[src/rtl/xts_pkg.sv]
package xts_pkg;
  typedef enum logic [1:0] {
    PH_CMD  = 2'd0,
    PH_EXEC = 2'd1,
    PH_RES  = 2'd2
  } phase_e;
endpackage

[src/rtl/xts_byte_ctr.sv]
module xts_byte_ctr #(
  parameter int CODE_W    = 3,
  parameter int BASE_LOG2 = 7,
  localparam int CNT_W    = BASE_LOG2 + (1 << CODE_W) - 1
) (
  input  logic              clk_i,
  input  logic              rst_ni,
  input  logic              clr_i,
  input  logic              adv_i,
  input  logic [CODE_W-1:0] size_code_i,
  output logic              last_o
);
  localparam logic [CNT_W-1:0] SH_BASE = CNT_W'(CNT_W - BASE_LOG2);

  logic [CNT_W-1:0] cnt_q, sz_m1;

  assign sz_m1  = {CNT_W{1'b1}} >> (SH_BASE - CNT_W'(size_code_i));
  assign last_o = (cnt_q == sz_m1);

  always_ff @(posedge clk_i or negedge rst_ni) begin
    if (!rst_ni)                 cnt_q <= '0;
    else if (clr_i)              cnt_q <= '0;
    else if (adv_i && last_o)    cnt_q <= '0;
    else if (adv_i)              cnt_q <= cnt_q + 1'b1;
  end

  p_cnt_in_sector_r3: assert property (@(posedge clk_i) disable iff (!rst_ni)
    !clr_i |=> cnt_q <= sz_m1);
endmodule

[src/rtl/xts_sec_trk.sv]
module xts_sec_trk #(
  parameter int SEC_W = 8
) (
  input  logic             clk_i,
  input  logic             rst_ni,
  input  logic             load_i,
  input  logic [SEC_W-1:0] start_i,
  input  logic             inc_i,
  input  logic [SEC_W-1:0] eot_i,
  output logic [SEC_W-1:0] sec_o,
  output logic             at_eot_o
);
  logic [SEC_W-1:0] sec_q;

  always_ff @(posedge clk_i or negedge rst_ni) begin
    if (!rst_ni)     sec_q <= '0;
    else if (load_i) sec_q <= start_i;
    else if (inc_i)  sec_q <= sec_q + 1'b1;
  end

  assign sec_o    = sec_q;
  assign at_eot_o = (sec_q >= eot_i);

  p_sec_hold_r4: assert property (@(posedge clk_i) disable iff (!rst_ni)
    (!load_i && !inc_i) |=> $stable(sec_q));
endmodule

[src/rtl/xts_result.sv]
module xts_result #(
  parameter int NRES = 7,
  localparam int IDX_W = $clog2(NRES)
) (
  input  logic                 clk_i,
  input  logic                 rst_ni,
  input  logic                 start_i,
  input  logic                 active_i,
  input  logic                 rd_i,
  input  logic [NRES-1:0][7:0] res_i,
  output logic [7:0]           data_o,
  output logic                 last_rd_o
);
  logic [IDX_W-1:0] idx_q;

  assign last_rd_o = active_i && rd_i && (idx_q == IDX_W'(NRES - 1));
  assign data_o    = res_i[idx_q];

  always_ff @(posedge clk_i or negedge rst_ni) begin
    if (!rst_ni)                  idx_q <= '0;
    else if (start_i || last_rd_o) idx_q <= '0;
    else if (active_i && rd_i)    idx_q <= idx_q + 1'b1;
  end

  p_idx_range_r9: assert property (@(posedge clk_i) disable iff (!rst_ni)
    active_i |-> idx_q < IDX_W'(NRES));
endmodule

[src/rtl/xts_seq.sv]
module xts_seq
  import xts_pkg::*;
#(
  parameter int SEC_W     = 8,
  parameter int CODE_W    = 3,
  parameter int BASE_LOG2 = 7,
  parameter int NRES      = 7
) (
  input  logic              clk_i,
  input  logic              rst_ni,
  input  logic              cmd_valid_i,
  input  logic [SEC_W-1:0]  start_sec_i,
  input  logic [SEC_W-1:0]  eot_sec_i,
  input  logic [CODE_W-1:0] size_code_i,
  input  logic [7:0]        track_i,
  input  logic              head_i,
  input  logic              byte_i,
  input  logic              tc_i,
  input  logic              host_stop_i,
  input  logic              rd_i,
  output logic [1:0]        phase_o,
  output logic              int_o,
  output logic [7:0]        status_o,
  output logic [7:0]        res_data_o
);
  phase_e            phase_q;
  logic [SEC_W-1:0]  eot_q, sec;
  logic [CODE_W-1:0] code_q;
  logic [7:0]        track_q;
  logic              head_q, tc_seen_q, stop_seen_q, rej_q, abn_q, eot_hit_q, int_q;
  logic              accept, exec, tc_any, adv, last, sec_done, at_eot, finish, last_rd;
  logic [NRES-1:0][7:0] res_bytes;

  assign accept   = cmd_valid_i && (phase_q == PH_CMD);
  assign exec     = (phase_q == PH_EXEC);
  assign tc_any   = tc_seen_q || tc_i;
  // fill without strobes once any stop has been latched
  assign adv      = exec && (byte_i || tc_seen_q || stop_seen_q);
  assign sec_done = adv && last;
  assign finish   = sec_done && (tc_any || stop_seen_q || host_stop_i || at_eot);

  xts_byte_ctr #(.CODE_W(CODE_W), .BASE_LOG2(BASE_LOG2)) u_bytes (
    .clk_i, .rst_ni, .clr_i(accept), .adv_i(adv),
    .size_code_i(code_q), .last_o(last)
  );

  xts_sec_trk #(.SEC_W(SEC_W)) u_sec (
    .clk_i, .rst_ni, .load_i(accept), .start_i(start_sec_i),
    .inc_i(sec_done), .eot_i(eot_q), .sec_o(sec), .at_eot_o(at_eot)
  );

  always_ff @(posedge clk_i or negedge rst_ni) begin
    if (!rst_ni) begin
      phase_q     <= PH_CMD;
      eot_q       <= '0;
      code_q      <= '0;
      track_q     <= '0;
      head_q      <= 1'b0;
      tc_seen_q   <= 1'b0;
      stop_seen_q <= 1'b0;
      rej_q       <= 1'b0;
      abn_q       <= 1'b0;
      eot_hit_q   <= 1'b0;
      int_q       <= 1'b0;
    end else begin
      if (accept) begin
        phase_q     <= PH_EXEC;
        eot_q       <= eot_sec_i;
        code_q      <= size_code_i;
        track_q     <= track_i;
        head_q      <= head_i;
        tc_seen_q   <= 1'b0;
        stop_seen_q <= 1'b0;
        rej_q       <= 1'b0;
        abn_q       <= 1'b0;
        eot_hit_q   <= 1'b0;
      end else if (cmd_valid_i) begin
        rej_q <= 1'b1;
      end
      if (exec) begin
        tc_seen_q   <= tc_any;
        stop_seen_q <= stop_seen_q || host_stop_i;
        if (finish) begin
          phase_q   <= PH_RES;
          int_q     <= 1'b1;
          abn_q     <= !tc_any;
          eot_hit_q <= at_eot && !tc_any;
        end
      end
      if (phase_q == PH_RES) begin
        if (rd_i)    int_q   <= 1'b0;
        if (last_rd) phase_q <= PH_CMD;
      end
    end
  end

  assign status_o = {1'b0, abn_q, rej_q, 4'b0, head_q};

  always_comb begin
    res_bytes    = '0;
    res_bytes[0] = status_o;
    res_bytes[1] = {eot_hit_q, 2'b0, stop_seen_q, 4'b0};
    res_bytes[2] = {7'b0, tc_seen_q};
    res_bytes[3] = track_q;
    res_bytes[4] = {7'b0, head_q};
    res_bytes[5] = 8'(sec);
    res_bytes[6] = 8'(code_q);
  end

  xts_result #(.NRES(NRES)) u_res (
    .clk_i, .rst_ni, .start_i(finish), .active_i(phase_q == PH_RES),
    .rd_i, .res_i(res_bytes), .data_o(res_data_o), .last_rd_o(last_rd)
  );

  assign phase_o = phase_q;
  assign int_o   = int_q;

  p_int_in_result_r8: assert property (@(posedge clk_i) disable iff (!rst_ni)
    int_o |-> phase_o == PH_RES);
  p_int_clear_r8: assert property (@(posedge clk_i) disable iff (!rst_ni)
    (int_o && rd_i) |=> !int_o);
  p_exec_no_cmd_r8: assert property (@(posedge clk_i) disable iff (!rst_ni)
    exec |=> phase_o != PH_CMD);
  p_reject_r2: assert property (@(posedge clk_i) disable iff (!rst_ni)
    (cmd_valid_i && phase_o != PH_CMD) |=> (rej_q && $stable(eot_q)));
endmodule

[config.mk]
export PLATFORM = sky130hd
export DESIGN_NAME = xts_seq
export DESIGN_NICKNAME = d
export VERILOG_FILES = /design/src/rtl/xts_pkg.sv /design/src/rtl/xts_byte_ctr.sv /design/src/rtl/xts_sec_trk.sv /design/src/rtl/xts_result.sv /design/src/rtl/xts_seq.sv
export SDC_FILE = /design/constraint.sdc
export NUM_CORES = 1
export LEC_CHECK = 0
export ABC_AREA = 1
export BUFFER_PORTS_ARGS = -buffer_cell sky130_fd_sc_hd__buf_2
export CORE_ASPECT_RATIO = 0.75
export CORE_MARGIN = 2
export CORE_UTILIZATION = 45
export CTS_BUF_LIST = sky130_fd_sc_hd__clkbuf_4
export DETAILED_ROUTE_END_ITERATION = 10
export GPL_TIMING_DRIVEN = 0
export PLACE_DENSITY = 0.74
export REMOVE_ABC_BUFFERS = 1
export SLEW_MARGIN = 20
export SYNTH_ARGS = -nofsm -noshare
export SYNTH_HDL_FRONTEND = slang
export SYNTH_SLANG_ARGS = --single-unit
[constraint.sdc]
create_clock -name clk_i -period 2.1 [get_ports clk_i]
set_clock_uncertainty 0.2 [all_clocks]
set_input_delay 0.63 -clock clk_i [delete_from_list [all_inputs] [get_ports clk_i]]
set_output_delay 0.63 -clock clk_i [all_outputs]
set_load 0.02 [all_outputs]
==> results.py <==
metrics = {
    "detailed_routing": {
        "drt-total-wl_microns": 9530,
        "via_count": 3451,
        "dr.pass1.iters": 5,
        "drc_errors": 0,
        "ant_nets": 0,
        "viasPerCell": 5.28,
        "drtIter0Drc": 271,
        "wl_per_cell_microns": 14.6,
    },
    "outcome": {
        "outcome": "finished with violations",
        "violations": "setup timing",
    },
    "synthesis": {
        "synth_top_area_share_pct": 37.5,
        "synth_area_leader_cell": "dfrtp_1",
        "yosys_warnings": 0,
        "ys.flop_type": "dfrtp_1",
        "yosys-top-cells-area": "dfrtp_1, nand2_1, inv_1",
        "synth_area_sq_um": 3540,
        "synth-edff-count": 0,
        "synth_cells": 496,
        "avgSynthCellArea_sq_um": 7.13,
        "synthArstFlopShare_pct": 100,
        "seq_area_frac_synth_pct": 37.5,
        "yosysUniqueCellTypes": 38,
        "synth_top_cells_by_count": "nand2_1, inv_1, dfrtp_1, nor2_1, nand3_1",
        "yosysMostFrequentCell": "nand2_1",
        "synth-seq-cells": 53,
    },
    "finish": {
        "post-route-util_pct": 56.5,
        "fin_area_sq_um": 4220,
        "drive_gt1_share_pct": 26.4,
        "diodes": 0,
        "finish.net_count": 599,
        "multi_input_area_sq_um": 2010,
        "syn_to_final_growth_pct": 19.4,
        "num-fill-cells": 685,
        "regArea_sq_um": 1340,
    },
    "global_route": {
        "grt_max_degree": 54,
        "first_global_vias": 3203,
        "globalRouteTotalUtil_pct": 22.6,
        "grt-ovfl-total": 0,
        "antenna_found_initial": 0,
        "grt_pass1_wl_microns": 15300,
    },
    "cts": {
        "cts_tree": "built",
        "cts_root_buf": "clkbuf_4",
        "clock_sinks": 53,
        "clock_path_buffers": 2,
        "clkLatencyLatePin_ns": 0.38,
        "clk_pin_slew_ns": 0.16,
        "cts_inserted_buffers": 5,
        "cts_hold_buf": 0,
        "cts_max_level": 2,
    },
    "sta": {
        "worst_pin_slew_ns": 0.684,
        "setup-tns-final_ns": -2.34,
        "period_minus_slack_ns": 2.42,
        "rsz0062_at_grt": "true",
        "fin_crit_sh_pct": 115,
        "report.final.slew_viol_count": 0,
        "setup_violations": 8,
        "slew_headroom_pct": 54.4,
        "hold_violations": 0,
        "fmax_mhz": 414,
        "layout_setup_ws_ns": -0.318,
    },
    "floorplanning": {
        "die_h_microns": 80.8,
        "dieArea_sq_um": 8590,
        "rows": 27,
        "start_util_pct": 47.4,
        "num_io_pins": 54,
        "fp.dieW_microns": 106,
        "core-area_sq_um": 7470,
    },
    "setup_path": {
        "path_max_fanout": 7,
        "crit_chain": "buf_12, nand2_8, inv_8, buf_6, a21oi_4, a21oi_2, buf_4",
        "critPathSlowestCell": "dfrtp_2",
        "path_buf_inv": 4,
        "max_stage_delay_ns": 0.48,
        "path_class": "register to primary output",
        "crit_family": "flip-flops",
        "cp-end-kind": "primary output",
        "required_ns": 1.27,
        "crit_arrival_ns": 1.59,
        "cp-start-kind": "register",
    },
    "worst_hold_path": {
        "hold_class": "input port to asynchronous set/reset pin",
    },
    "placement": {
        "dpl_cell_area_sq_um": 3780,
        "io_buffers": 48,
        "detailed_place_hpwl_microns": 6110,
        "gp_congestion": 0.896,
    },
    "run": {
        "maxCapViolations": 0,
    },
    "power_and_ir_drop": {
        "p_leak_uw": 0.00227,
        "powerDensity_nw_per_um2": 396,
        "ir_worst_vdd_mv": 0.267,
    },
}
-- cell families (layout without fill, tap and decap cells) --
family / count (synthesis) / in the layout / share of synthesized area [%]
XOR/XNOR: 6 / 6 / 1.49
AO/OA/AOI/OAI: 53 / 53 / 8.95
adder cells (fa/ha/maj): 12 / 12 / 4.25
buffers and inverters: 82 / 133 / 10.4
AND/OR/NAND/NOR: 289 / 291 / 37.3
other: 1 / 5 / 0.106
flip-flops: 53 / 53 / 37.5
-- power by group --
part,switching [uW],internal [uW],total (uW)
Sequential,0.0000000000000482,1020,1020
Combinational,37.6,22.5,60.1
Clock,328,262,590
Total,366,1300,1670
-- metrics by stage --
| stage | std cells | hold slack (ns) | total power [uW] | setup WS (ns) |
|---|---|---|---|---|
| after floorplan | 478 | 0.134 | 1050 | -0.454 |
| after global placement | 627 | 0.257 | 1100 | -1.18 |
| after detailed placement | 627 | 0.260 | 1100 | -1.28 |
| after CTS | 647 | 0.0926 | 1690 | -0.320 |
| after global routing | 654 | 0.108 | 1730 | -0.385 |
| final | 654 | 0.0518 | 1670 | -0.318 |
-- layer usage --
metal	GRT usage (%)	part of all wire [%]	vias up
met2	34.7	45	167
met4	6.84	1.6	0
met3	3.45	8.8	15
met1	33.0	45	1590
li1	-	-	1679
met5	0	0	-
-- cells in the final DEF, fill, tap and decap left out, types with 8 or more instances in the layout --
cell type,Yosys,routed
buf_4,9,15
nor2_1,43,40
nand4_1,11,11
dfrtp_2,0,9
inv_1,54,50
ha_1,12,12
nand3_2,12,12
nand3_1,35,34
dfrtp_1,53,44
nand2_1,170,164
o21ai_0,24,18
buf_2,3,42
nand2_2,6,8
-- final timing paths --
path / start / end / slack (ns) / cells after the start
setup / recovery: u_res.idx_q[0]$_DFFE_PN0P_ / res_data_o[5] / -0.32 / 7
hold / removal: rst_ni / eot_q[6]$_DFFE_PN0P_ / 0.05 / 1
setup reg to reg: u_sec.sec_o[1]$_DFFE_PN0P_ / u_res.idx_q[2]$_DFFE_PN0P_ / 0.07 / 11
hold reg to reg: track_q[6]$_DFFE_PN0P_ / track_q[6]$_DFFE_PN0P_ / 0.29 / 2
max in group asynchronous: rst_ni / code_q[2]$_DFFE_PN0P_ / 1.12 / 1
min in group clk_i: track_i[3] / track_q[3]$_DFFE_PN0P_ / 0.23 / 3
-- sequential cells by signal, summed over array words and instances (netlist names) --
register,count
u_res.idx_q,3
phase_o,2
track_q,8
abn_q,1
stop_seen_q,1
eot_q,8
tc_seen_q,1
head_q,1
u_bytes.cnt_q,14
rej_q,1
int_o,1
u_sec.sec_o,8
code_q,3
eot_hit_q,1
-- worst register-to-register path, stage by stage (launching register included) --
cell	delay (ns)
dfrtp_2	0.47
buf_4	0.15
ha_1	0.29
inv_1	0.06
o21bai_1	0.15
nand2_1	0.08
nand2_1	0.10
nand2_2	0.10
nand3_4	0.11
nand2_4	0.09
nand2_2	0.09
nor2_1	0.05
-- repair_timing --
action,CTS,global route
pin swaps,6,9
gates resized for setup,36,36
cloned,2,0
setup buffers,10,7
setup endpoints to repair,41,31
-- cell type report --
cell class | instances | area share [%]
multi-input cells | 367 | 47.6
flip-flops and latches | 53 | 31.7
repair buffers | 65 | 9.99
inverters | 60 | 5.81
well taps | 101 | 2.99
clock buffers | 6 | 1.07
clock inverters | 2 | 0.800
Power figures use the tool's default switching activity.
